## config.mk

```make
export PLATFORM = sky130hd
export DESIGN_NAME = opspec_decoder
export DESIGN_NICKNAME = d
export VERILOG_FILES = /design/src/rtl/opspec_pkg.sv /design/src/rtl/opspec_classify.sv /design/src/rtl/opspec_collect.sv /design/src/rtl/opspec_decoder.sv
export SDC_FILE = /design/constraint.sdc
export NUM_CORES = 1
export LEC_CHECK = 0
export BUFFER_PORTS_ARGS = -buffer_cell sky130_fd_sc_hd__buf_2
export CAP_MARGIN = 20
export CORE_ASPECT_RATIO = 0.6
export CORE_MARGIN = 3
export CORE_UTILIZATION = 55
export CTS_CLUSTER_DIAMETER = 30
export CTS_CLUSTER_SIZE = 28
export DETAILED_ROUTE_END_ITERATION = 8
export PLACE_DENSITY_LB_ADDON = 0.2
export SYNTH_ARGS = -nofsm -noshare
export SYNTH_HDL_FRONTEND = slang
export SYNTH_SLANG_ARGS = --single-unit
export TNS_END_PERCENT = 20
```

## constraint.sdc

```tcl
create_clock -name clk_i -period 3.4 [get_ports clk_i]
set_input_delay 0.68 -clock clk_i [delete_from_list [all_inputs] [get_ports clk_i]]
set_output_delay 0.68 -clock clk_i [all_outputs]
set_load 0.01 [all_outputs]
```

## src/rtl/opspec_pkg.sv

```systemverilog
package opspec_pkg;
  localparam int MODE_W = 5;
  localparam int NB_W   = 3;

  typedef enum logic [MODE_W-1:0] {
    AM_POS_LIT   = 5'd0,
    AM_NEG_LIT   = 5'd1,
    AM_REG       = 5'd2,
    AM_REG_DEF   = 5'd3,
    AM_FP_SHORT  = 5'd4,
    AM_AP_SHORT  = 5'd5,
    AM_IMM_B     = 5'd6,
    AM_IMM_H     = 5'd7,
    AM_IMM_W     = 5'd8,
    AM_ABS       = 5'd9,
    AM_ABS_DEF   = 5'd10,
    AM_DISP_B    = 5'd11,
    AM_DISP_B_DF = 5'd12,
    AM_DISP_H    = 5'd13,
    AM_DISP_H_DF = 5'd14,
    AM_DISP_W    = 5'd15,
    AM_DISP_W_DF = 5'd16,
    AM_XPFX      = 5'd17
  } am_e;

  typedef struct packed {
    am_e             mode;
    logic [NB_W-1:0] nbytes;   // trailing bytes after descriptor
    logic            lit_imm;
    logic            bad_reg;
    logic            prefix;
  } cls_t;
endpackage

```

## src/rtl/opspec_classify.sv

```systemverilog
module opspec_classify
  import opspec_pkg::*;
#(
  parameter logic [3:0] BAD_REG = 4'd11
) (
  input  logic [7:0] desc_i,
  output cls_t       cls_o
);
  logic [3:0] m, r;
  logic       r15, r_bad;

  assign m     = desc_i[7:4];
  assign r     = desc_i[3:0];
  assign r15   = (r == 4'hF);
  assign r_bad = (r == BAD_REG);

  always_comb begin
    cls_o.mode    = AM_POS_LIT;
    cls_o.nbytes  = 3'd0;
    cls_o.lit_imm = 1'b0;
    cls_o.bad_reg = 1'b0;
    cls_o.prefix  = 1'b0;
    unique case (m)
      4'd0, 4'd1, 4'd2, 4'd3: begin
        cls_o.mode = AM_POS_LIT; cls_o.lit_imm = 1'b1;
      end
      4'd4: if (r15) begin
        cls_o.mode = AM_IMM_W; cls_o.nbytes = 3'd4; cls_o.lit_imm = 1'b1;
      end else cls_o.mode = AM_REG;
      4'd5: if (r15) begin
        cls_o.mode = AM_IMM_H; cls_o.nbytes = 3'd2; cls_o.lit_imm = 1'b1;
      end else begin
        cls_o.mode = AM_REG_DEF; cls_o.bad_reg = r_bad;
      end
      4'd6: if (r15) begin
        cls_o.mode = AM_IMM_B; cls_o.nbytes = 3'd1; cls_o.lit_imm = 1'b1;
      end else cls_o.mode = AM_FP_SHORT;
      4'd7: if (r15) begin
        cls_o.mode = AM_ABS; cls_o.nbytes = 3'd4;
      end else cls_o.mode = AM_AP_SHORT;
      4'd8: begin
        cls_o.mode = AM_DISP_W; cls_o.nbytes = 3'd4; cls_o.bad_reg = r_bad;
      end
      4'd9: begin
        cls_o.mode = AM_DISP_W_DF; cls_o.nbytes = 3'd4; cls_o.bad_reg = r_bad;
      end
      4'd10: begin
        cls_o.mode = AM_DISP_H; cls_o.nbytes = 3'd2; cls_o.bad_reg = r_bad;
      end
      4'd11: begin
        cls_o.mode = AM_DISP_H_DF; cls_o.nbytes = 3'd2; cls_o.bad_reg = r_bad;
      end
      4'd12: begin
        cls_o.mode = AM_DISP_B; cls_o.nbytes = 3'd1; cls_o.bad_reg = r_bad;
      end
      4'd13: begin
        cls_o.mode = AM_DISP_B_DF; cls_o.nbytes = 3'd1; cls_o.bad_reg = r_bad;
      end
      4'd14: if (r15) begin
        cls_o.mode = AM_ABS_DEF; cls_o.nbytes = 3'd4;
      end else begin
        cls_o.mode = AM_XPFX; cls_o.prefix = 1'b1;
      end
      default: begin
        cls_o.mode = AM_NEG_LIT; cls_o.lit_imm = 1'b1;
      end
    endcase
  end
endmodule

```

## src/rtl/opspec_collect.sv

```systemverilog
module opspec_collect #(
  parameter int EMB_W = 32,
  parameter int IDX_W = $clog2(EMB_W / 8)
) (
  input  logic             clk_i,
  input  logic             rst_ni,
  input  logic             clr_i,
  input  logic             wr_i,
  input  logic [IDX_W-1:0] idx_i,
  input  logic [7:0]       byte_i,
  output logic [EMB_W-1:0] acc_nxt_o
);
  localparam int NLANE = EMB_W / 8;

  logic [EMB_W-1:0] acc_q;

  for (genvar g = 0; g < NLANE; g++) begin : g_lane
    always_comb begin
      if (clr_i)
        acc_nxt_o[g*8 +: 8] = 8'h00;
      else if (wr_i && idx_i == IDX_W'(g))
        acc_nxt_o[g*8 +: 8] = byte_i;
      else
        acc_nxt_o[g*8 +: 8] = acc_q[g*8 +: 8];
    end
  end

  always_ff @(posedge clk_i or negedge rst_ni) begin
    if (!rst_ni) acc_q <= '0;
    else         acc_q <= acc_nxt_o;
  end
endmodule

```

## src/rtl/opspec_decoder.sv

```systemverilog
module opspec_decoder
  import opspec_pkg::*;
#(
  parameter int         EMB_W   = 32,
  parameter logic [3:0] BAD_REG = 4'd11
) (
  input  logic             clk_i,
  input  logic             rst_ni,
  input  logic             byte_valid_i,
  input  logic [7:0]       byte_i,
  output logic             byte_ready_o,
  input  logic             is_dest_i,
  input  logic             needs_ea_i,
  output logic             done_o,
  output logic [4:0]       mode_o,
  output logic [3:0]       reg_o,
  output logic [3:0]       etype_o,
  output logic             etype_vld_o,
  output logic [EMB_W-1:0] value_o,
  output logic [2:0]       len_o,
  output logic [1:0]       size_o,
  output logic             err_o
);
  localparam int IDX_W = $clog2(EMB_W / 8);

  typedef enum logic [1:0] {ST_DESC, ST_DATA, ST_DONE} st_e;

  st_e             st_q;
  logic            pfx_q, err_q;
  logic [3:0]      etype_q;
  am_e             mode_q;
  logic [7:0]      desc_q;
  logic [NB_W-1:0] nb_q, rem_q;
  logic [IDX_W-1:0] idx_q;

  cls_t             cls;
  logic [EMB_W-1:0] acc_nxt;

  logic accept, desc_acc, data_acc, take_pfx, desc_final, nested;
  logic last_data, finish, desc_err;
  logic [NB_W-1:0] eff_nb;

  am_e             f_mode;
  logic [7:0]      f_desc;
  logic            f_err;
  logic [NB_W-1:0] f_nb;

  opspec_classify #(.BAD_REG(BAD_REG)) u_cls (
    .desc_i (byte_i),
    .cls_o  (cls)
  );

  opspec_collect #(.EMB_W(EMB_W), .IDX_W(IDX_W)) u_col (
    .clk_i     (clk_i),
    .rst_ni    (rst_ni),
    .clr_i     (desc_acc),
    .wr_i      (data_acc),
    .idx_i     (idx_q),
    .byte_i    (byte_i),
    .acc_nxt_o (acc_nxt)
  );

  assign byte_ready_o = (st_q != ST_DONE);
  assign done_o       = (st_q == ST_DONE);
  assign accept       = byte_valid_i & byte_ready_o;
  assign desc_acc     = accept & (st_q == ST_DESC);
  assign data_acc     = accept & (st_q == ST_DATA);
  assign take_pfx     = desc_acc & cls.prefix & ~pfx_q;
  assign desc_final   = desc_acc & ~take_pfx;
  assign nested       = pfx_q & cls.prefix;
  assign eff_nb       = nested ? '0 : cls.nbytes;
  assign desc_err     = nested | cls.bad_reg |
                        (cls.lit_imm & (is_dest_i | needs_ea_i));
  assign last_data    = data_acc & (rem_q == 3'd1);
  assign finish       = (desc_final & (eff_nb == '0)) | last_data;

  assign f_mode = (st_q == ST_DATA) ? mode_q : cls.mode;
  assign f_desc = (st_q == ST_DATA) ? desc_q : byte_i;
  assign f_err  = (st_q == ST_DATA) ? err_q  : desc_err;
  assign f_nb   = (st_q == ST_DATA) ? nb_q   : eff_nb;

  function automatic logic [EMB_W-1:0] fin_value(am_e m, logic [7:0] d,
                                                 logic [EMB_W-1:0] a);
    case (m)
      AM_POS_LIT:   fin_value = {{(EMB_W-8){1'b0}}, d};
      AM_NEG_LIT:   fin_value = {{(EMB_W-8){d[7]}}, d};
      AM_FP_SHORT,
      AM_AP_SHORT:  fin_value = {{(EMB_W-4){1'b0}}, d[3:0]};
      AM_REG, AM_REG_DEF, AM_XPFX: fin_value = '0;
      AM_DISP_B,
      AM_DISP_B_DF: fin_value = {{(EMB_W-8){a[7]}}, a[7:0]};
      AM_DISP_H,
      AM_DISP_H_DF: fin_value = {{(EMB_W-16){a[15]}}, a[15:0]};
      default:      fin_value = a;
    endcase
  endfunction

  always_ff @(posedge clk_i or negedge rst_ni) begin
    if (!rst_ni) begin
      st_q    <= ST_DESC;
      pfx_q   <= 1'b0;
      etype_q <= '0;
      err_q   <= 1'b0;
      mode_q  <= AM_POS_LIT;
      desc_q  <= '0;
      nb_q    <= '0;
      rem_q   <= '0;
      idx_q   <= '0;
    end else begin
      unique case (st_q)
        ST_DESC: if (take_pfx) begin
          pfx_q   <= 1'b1;
          etype_q <= byte_i[3:0];
        end else if (desc_final) begin
          if (eff_nb == '0) st_q <= ST_DONE;
          else begin
            st_q   <= ST_DATA;
            mode_q <= cls.mode;
            desc_q <= byte_i;
            err_q  <= desc_err;
            nb_q   <= eff_nb;
            rem_q  <= eff_nb;
            idx_q  <= '0;
          end
        end
        ST_DATA: if (data_acc) begin
          rem_q <= rem_q - 3'd1;
          idx_q <= idx_q + IDX_W'(1);
          if (last_data) st_q <= ST_DONE;
        end
        default: begin
          st_q  <= ST_DESC;
          pfx_q <= 1'b0;
        end
      endcase
    end
  end

  // record registers, written only when a specifier completes
  always_ff @(posedge clk_i or negedge rst_ni) begin
    if (!rst_ni) begin
      mode_o      <= '0;
      reg_o       <= '0;
      etype_o     <= '0;
      etype_vld_o <= 1'b0;
      value_o     <= '0;
      len_o       <= '0;
      size_o      <= '0;
      err_o       <= 1'b0;
    end else if (finish) begin
      mode_o      <= f_mode;
      reg_o       <= f_desc[3:0];
      etype_o     <= pfx_q ? etype_q : 4'd0;
      etype_vld_o <= pfx_q;
      value_o     <= fin_value(f_mode, f_desc, acc_nxt);
      len_o       <= 3'd1 + {2'b00, pfx_q} + f_nb;
      size_o      <= {f_nb[2] | f_nb[1], f_nb[2] | f_nb[0]};
      err_o       <= f_err;
    end
  end
endmodule

```

After elaboration in Yosys (flattened, before gate mapping)
Cells that the tools add are included.
{ "word_totals": {"input_bits": 13, "regBits": 113, "wordCells": 156} }
{ "classes": {"n_addsub": 4, "bitwise_logic": 20, "n_eq_ne": 39, "reduce_logical": 26, "muxes": 49} }
{ "ops": {"columns": ["op", "n"], "rows": [
  ["32-bit one-hot mux with 6 select lines", 1],
  ["8-bit two-way mux", 9],
  ["5-bit one-hot mux with 12 select lines", 1],
  ["4-bit equality test, second input constant", 9],
  ["3-bit two-way mux", 9],
  ["2-bit two-way mux", 11],
  ["3-bit one-hot mux with 7 select lines", 1],
  ["5-bit by 4-bit equality test with 1-bit output, second input constant", 4],
  ["4-bit by 3-bit equality test with 1-bit output, second input constant", 4],
  ["4-bit two-way mux", 4],
  ["2-bit != test, second input constant", 7],
  ["2-bit OR reduction", 7],
  ["1-bit AND", 10],
  ["5-bit by 2-bit equality test with 1-bit output, second input constant", 2],
  ["5-bit by 3-bit equality test with 1-bit output, second input constant", 2],
  ["5-bit two-way mux", 2],
  ["4-bit by 2-bit equality test with 1-bit output, second input constant", 2],
  ["2-bit one-hot mux with 2 select lines", 2],
  ["4-bit AND reduction", 2],
  ["8-bit OR reduction", 1],
  ["2-bit equality test, second input constant", 3],
  ["1-bit bitwise OR", 6],
  ["3-bit one-hot mux with 2 select lines", 1],
  ["6-bit OR reduction", 1],
  ["other kinds (23)", 37]
]} }

Longest topological paths before layout
Gate-level depths: netlist (run 1).
{ "logic_depth": {"word_depth": 10, "depth_mapped": 11} }

Modules after synthesis
Synthesis (run 1) repeated with hierarchy kept, for this count alone.
{ "hier_totals": {"hier_cells": 544, "hier_area_um2": 5609.1} }
{ "by_module_without_submodules": {"columns": ["module", "seq_area_each_um2", "cells_per_inst", "area_each_um2", "instances"], "rows": [
  ["opspec_decoder", 2026.9, 377, 3826.2, 1],
  ["opspec_collect", 800.8, 115, 1437.6, 1],
  ["opspec_classify", 0.0, 52, 345.3, 1]
]} }

Worst setup path after synthesis (run 1)
No wires, ideal clock.
{ "synth_timing": {"path_type": "in2reg", "startpoint": "input byte_i[2]", "endpoint": "register value_o[22]", "t_arrival_ns": 2.673, "path_stages": 9, "required_time_ns": 3.277, "slack_ns": 0.604, "setup_time_ns": 0.123, "path_buffers": 2, "path_cell_list": "buf_4 > and4_4 > a311o_1 > o41ai_4 > a21boi_4 > o221ai_4 > a31oi_4 > buf_6 > a21oi_2"} }
{ "synth_between": {"elab_chain_len": 9, "word_cells_on_any_way": 40} }
{ "synth_lines": {"columns": ["element", "line_no", "rtl"], "rows": [
  ["start: declaration", "opspec_decoder.sv:10", "input logic [7:0] byte_i,"],
  ["4-bit equality test (*)", "opspec_classify.sv:14", "assign r15 = (r == 4'hF);"],
  ["branches (longest 8 deep; another with 32-bit one-hot mux with 6 select lines)", null, null],
  ["end signal: assignment", "opspec_decoder.sv:155", "value_o <= fin_value(f_mode, f_desc, acc_nxt);"],
  ["end: declaration", "opspec_decoder.sv:19", "output logic [EMB_W-1:0] value_o,"]
]} }
Mark *: on every way between the ends.
A chain may end at the register's enable or synchronous reset.

Worst setup path in the final report (run 1)
{ "layout_timing": {"startpoint": "input byte_i[7]", "endpoint": "register value_o[17]"} }
{ "layout_between": {"elab_chain_len": 8, "word_cells_on_any_way": 54} }
{ "layout_lines": {"columns": ["element"], "rows": [
  ["branches (longest 8 deep; another with 32-bit one-hot mux with 6 select lines)"]
]} }
Parallel ways; which one is timed is not known.

==> qor.yml, run 1 <==
synthArstFlopShare_pct: 100
rows: 28
synthFlopType: "dfrtp_1"
netlist.area_leader.share_pct: 49.6
r2r-start: "st_q[1]$_DFFE_PN0P_"
hold_viol_final: 0
grt_usage_pct: 30.1
hold_buffers: 0
path_max_fanout: 25
synth_cells: 616
vdd_ir_drop_max_mv: 0.564
place.gp.congestion: 0.891
synth_fp_nets: 637
relSlewSlack_pct: 47.9
rr_worst_depth: 9
cts_buffer_depth: 2
dieArea_sq_um: 11700
layoutNonFillerInstCount: 836
rr_endpoint: "value_o[17]$_DFFE_PN0P_"
port_buffers: 66
power_density_nw_per_um2: 949
diodes: 0
numCtsBuffers: 17
worstMarginPinSlew_ns: 0.774
dieWidth_um: 137
cts_setup_buffers: 0
place_inst: 805
drt-total-wl_um: 16700
leakage_nw: 3.12
fillers: 820
mostFrequentLayoutCells: "nand2_1 (139), dfrtp_1 (113), buf_2 (65)"
fmax_ghz: 0.344
cts_tree: "built"
slowest_delay_ns: 0.48
crit_required_ns: 3.68
crit_type: "in2reg"
ant_nets: 0
max_cap_violations: 0
ctsResizeCount: 0
clkSinkCount: 113
timing.final.crit_share_pct: 85.4
setup_tns_ns: 0
end_kind: "register"
dr.pass1.iters: 7
layout_commonest_cell: "nand2_1"
final_area_sq_um: 6820
ys_top_cells_by_area: "dfrtp_1 (50%), nand2_1 (9.2%), a21oi_1 (5.0%), nor2_1 (3.4%), o21ai_0 (2.8%)"
die_height_um: 84.8
gr-total-overflow: 0
ios: 67
synth_edf_count: 0
syn-cell-area_sq_um: 5700
final_nets: 710
vias_per_cell: 6.05
synth_top_area_cell: "dfrtp_1"
r2r_slack_ns: 0.71
worstSkewPairLatency_ns: 0.41
num_vias: 5054
p_total_mw: 6.48
start_util_pct: 57.0
antenna_found_initial: 0
htree_levels: 4
rsz0062_at_grt: "no"
core-area_sq_um: 9980
crit_arrival_ns: 3.19
period_minus_slack_ns: 2.90
grt_max_degree: 59
syn2layout_area_growth_pct: 19.8
cp-start-kind: "input pin"
hold_path_class: "in2async"
fin_skew_ns: 0.00702
synth.distinct_cells: 66
crit_chain: "buf_2, inv_1, o21ai_0, o31a_1, or2_2, o221ai_4, a31oi_4, buf_4, a21oi_1"
synth_area_per_cell_sq_um: 9.25
clkSlewWorstSetupHoldPaths_ns: 0.06
outcome: "finished clean"
dpl-instance-area_sq_um: 6240
drt-initial-drc-count: 693
grt_pass1_wl_um: 26700
drive_gt1_share_pct: 24.8
dpl.hpwl_um: 11500
ys_ff_latch: 113
setup_viol: 0
synth_warnings: 0
slowest_stage: "o21ai_0"
cts_root_buf: "clkbuf_16"
ys_seq_area_share_pct: 49.6
drv_slew: 0
grt_pass1_vias: 4850
route.detailed.drc: 0
drt-wirelength-per-cell_um: 20.0
[cell families (layout without fill, tap and decap cells)]
family / count (synthesis) / count (layout) / share of synthesized area, %
multiplexers: 18 / 18 / 3.30
buffers and inverters: 56 / 141 / 4.61
XOR/XNOR: 3 / 3 / 0.461
AO/OA/AOI/OAI: 167 / 167 / 20.5
AND/OR/NAND/NOR: 251 / 251 / 19.7
adder cells (fa/ha/maj): 8 / 8 / 1.76
flip-flops: 113 / 113 / 49.6
[power by group]
group | internal (mW) | switching, mW | leakage [nW]
Combinational | 0.978 | 1.54 | 1.41
Clock | 1.08 | 0.681 | 0.273
Sequential | 1.87 | 0.326 | 1.44
Total | 3.93 | 2.54 | 3.12
[registers in the layout, summed over array words and instances (netlist names), 2 cells and up]
signal / count
len_o: 3
etype_q: 4
reg_o: 4
value_o: 32
rem_q: 3
desc_q: 8
mode_o: 5
size_o: 2
st_q: 2
mode_q: 5
nb_q: 3
etype_o: 4
idx_q: 2
u_col.acc_q: 32
[Yosys cell counts (2+ instances only)]
cell type,n
mux2_2,6
buf_1,5
buf_6,3
a31o_2,6
ha_1,8
o31a_1,2
nand3_1,11
nor2_1,52
inv_1,11
a21oi_2,10
nand2b_1,9
dfrtp_1,113
or2_2,3
nor2b_1,5
mux2i_1,12
buf_2,9
o22ai_1,3
and3_1,5
nor3b_1,3
o31ai_1,2
a21oi_1,57
xnor2_1,2
nor3_1,6
nand2_1,139
clkbuf_1,22
o21ai_0,32
o221a_2,8
and2_1,3
a31oi_1,5
o211ai_1,20
nand4_1,2
a21boi_0,2
o22a_1,2
buf_4,5
nor3_2,2
[how the worst max path moves through the flow]
stage               slack, ns  startpoint                      end
finish                   0.50   byte_i[7]  value_o[17]$_DFFE_PN0P_
global route             0.30   byte_i[4]  value_o[25]$_DFFE_PN0P_
CTS                      0.57   byte_i[4]  value_o[15]$_DFFE_PN0P_
detailed placement       0.16   byte_i[7]  value_o[15]$_DFFE_PN0P_
global placement         0.20   byte_i[7]  value_o[13]$_DFFE_PN0P_
floorplan                0.60   byte_i[2]  value_o[22]$_DFFE_PN0P_
[worst max-delay path, delay by kind of cell]
family | cells | cell delay (ns)
compound gates | 5 | 1.43
buf+inv | 3 | 0.84
simple gates | 1 | 0.21
[metal layers]
metal | GRT usage (%) | vias up | routed length (um)
li1 | - | 2294 | -
met1 | 47.3 | 2487 | 7920
met2 | 41.0 | 250 | 7030
met3 | 8.29 | 23 | 1570
met4 | 7.70 | 0 | 158
met5 | 0 | - | 0
[through the flow]
step	setup WS [ns]	hold slack, ns	utilization (%)
after global placement	0.200	0.446	62.5
after detailed placement	0.162	0.455	62.5
final	0.496	0.332	68.3
after floorplan	0.604	0.384	-
after global routing	0.298	0.384	68.3
after CTS	0.575	0.362	68.3
[layout make-up]
class                           instances  area (sq um)  share of cell area [%]
Sequential cell                       113          2830                    41.4
Multi-Input combinational cell        447          2610                    38.3
Timing Repair Buffer                   98           586                    8.58
Clock buffer                           17           425                    6.24
Tap cell                              135           169                    2.48
Clock inverter                         14           156                    2.29
Inverter                               12          45.0                   0.660
(Power assumes the default switching activity.)
==> inputs of run 2 (changes only) <==
--- a/config.mk
+++ b/config.mk
@@ -6,5 +6,5 @@
 export NUM_CORES = 1
 export LEC_CHECK = 0
-export BUFFER_PORTS_ARGS = -buffer_cell sky130_fd_sc_hd__buf_2
+export BUFFER_PORTS_ARGS = -buffer_cell sky130_fd_sc_hd__buf_4
 export CAP_MARGIN = 20
 export CORE_ASPECT_RATIO = 0.6
@@ -14,5 +14,5 @@
 export CTS_CLUSTER_SIZE = 28
 export DETAILED_ROUTE_END_ITERATION = 8
-export PLACE_DENSITY_LB_ADDON = 0.2
+export PLACE_DENSITY = 0.76
 export SYNTH_ARGS = -nofsm -noshare
 export SYNTH_HDL_FRONTEND = slang
==> constraint.sdc (replaced) <==
create_clock -name clk_i -period 3.4 [get_ports clk_i]
set_input_delay 0.68 -clock clk_i [delete_from_list [all_inputs] [get_ports clk_i]]
set_output_delay 0.68 -clock clk_i [all_outputs]
set_load 0.02 [all_outputs]
==> run 2 against run 1 <==
Effect of this change: via count fell by 0.47%; worst hold slack got worse by 0.059 ns; non-clock buffer count fell by 14; utilization rose by 0.46 points; critical endpoint is now value_o[9]$_DFFE_PN0P_; largest cell class unchanged.
==> qor.yml, run 2 (same netlist as run 1, synthesis figures left out) <==
outcome: "finished clean"
end_kind: "register"
place.gp.congestion: 0.956  # +7.2%
hold_viol_final: 0  # unchanged
place_inst: 790  # -1.9%
dpl.hpwl_um: 11200  # -2.2%
wl_met1_um: 7320  # -7.6%
path_max_fanout: 14  # -44%
cp-start-kind: "register"
vias_per_cell: 6.11  # +1.1%
max_cap_violations: 0  # unchanged
drive_gt1_share_pct: 23.1  # -1.7 points
mostFrequentLayoutCells: "nand2_1 (139), dfrtp_1 (113), buf_4 (83)"
cts_root_buf: "clkbuf_16"
timing.final.crit_share_pct: 83.0  # -2.5 points
ios: 67  # unchanged
drt-total-wl_um: 16100  # -3.7%
rsz0062_at_grt: "no"
grt_pass1_vias: 4900  # +1.0%
clkSinkCount: 113  # unchanged
wl_met2_um: 6850  # -2.5%
fin_skew_ns: 0.0102  # +0.00317 ns
vdd_ir_drop_max_mv: 0.608  # +7.7%
dieArea_sq_um: 11700  # unchanged
crit_arrival_ns: 3.18  # about the same
worstMarginPinSlew_ns: 0.621  # -0.152 ns
antenna_found_initial: 0  # unchanged
layout_commonest_cell: "nand2_1"
ant_nets: 0  # unchanged
setup_tns_ns: 0  # unchanged
drv_slew: 0  # unchanged
drt-initial-drc-count: 554  # -20%
layoutNonFillerInstCount: 823  # -1.6%
crit_type: "reg2reg"
route.detailed.drc: 0  # unchanged
grt_max_degree: 92  # +56%
core-area_sq_um: 9980  # unchanged
cts_setup_buffers: 0  # unchanged
crit_required_ns: 3.76  # +0.08 ns
gr-total-overflow: 0  # unchanged
start_util_pct: 57.0  # unchanged
drt-wirelength-per-cell_um: 19.5  # -2.1%
hold_path_class: "in2async"
wl_met3_um: 1740  # +11%
ctsResizeCount: 0  # unchanged
rows: 28  # unchanged
dieWidth_um: 137  # unchanged
numCtsBuffers: 17  # unchanged
grt_usage_pct: 29.3  # -0.75 points
syn2layout_area_growth_pct: 20.6
fmax_ghz: 0.355  # +3.0%
cts_tree: "built"
setup_viol: 0  # unchanged
diodes: 0  # unchanged
leakage_nw: 3.09  # -0.99%
power_density_nw_per_um2: 984  # +3.6%
htree_levels: 4  # unchanged
hold_buffers: 0  # unchanged
cts_buffer_depth: 2  # unchanged
grt_pass1_wl_um: 26100  # -2.1%
dr.pass1.iters: 5  # -2
worstSkewPairLatency_ns: 0.42  # about the same
num_vias: 5030  # -0.47%
port_buffers: 66  # unchanged
relSlewSlack_pct: 58.6  # +11 points
highest-signal-layer: "met4"
die_height_um: 84.8  # unchanged
period_minus_slack_ns: 2.82  # -0.0834 ns
top_regs: "u_col.acc_q x32, value_o x32, desc_q x8"
final_nets: 696  # -2.0%
clkSlewWorstSetupHoldPaths_ns: 0.06  # about the same
run 2: path summary, 6_finish.rpt:
kind                       depth (start not counted)              startpoint                endpoint  slack (ns)
max                                                7     st_q[1]$_DFFE_PN0P_  value_o[9]$_DFFE_PN0P_        0.58
min                                                1                  rst_ni    rem_q[1]$_DFFE_PN0P_        0.27
max reg2reg                                        7     st_q[1]$_DFFE_PN0P_  value_o[9]$_DFFE_PN0P_        0.58
min reg2reg                                        2  etype_o[3]$_DFFE_PN0P_  etype_o[3]$_DFFE_PN0P_        0.47
max in group asynchronous                          2                  rst_ni    reg_o[2]$_DFFE_PN0P_        2.47
min in group clk_i                                 2  etype_o[3]$_DFFE_PN0P_  etype_o[3]$_DFFE_PN0P_        0.47
run 2: power breakdown:
part	internal, mW	total, mW	switching [mW]
Combinational	1.10	2.85	1.75
Sequential	1.87	2.22	0.343
Clock	1.01	1.69	0.674
Total	3.99	6.76	2.77
run 2: area by class of cell:
type	count	area, sq um
Inverter	12	45.0
Timing Repair Buffer	84	651
Clock inverter	13	130
Clock buffer	19	433
Multi-Input combinational cell	447	2610
Tap cell	135	169
Sequential cell	113	2830
Fill cell	804	3120
run 2: critical path, cell delays in order (launching register included):
cell and delay, ns:
dfrtp_1 0.48, nand2b_1 0.48, or3_1 0.44, o211ai_1 0.27, o21ai_0 0.34, o221ai_4 0.28
nand4b_4 0.25, o221a_2 0.21
run 2: layer usage:
layer | vias up | GRT usage, %
li1 | 2268 | -
met1 | 2482 | 44.3
met2 | 259 | 40.7
met3 | 21 | 9.12
met4 | 0 | 8.42
met5 | - | 0
run 2: metrics by stage:
stage	utilization (%)	worst slack [ns]	hold slack (ns)	power [mW]	instance area, sq um
final	68.8	0.580	0.273	6.76	6870
after global routing	68.8	0.487	0.315	7.15	6870
after CTS	68.5	0.650	0.471	6.74	6840
after detailed placement	62.9	0.358	0.458	5.03	6280
after global placement	62.9	0.383	0.456	4.95	6280
after floorplan	-	0.604	0.384	3.98	5700
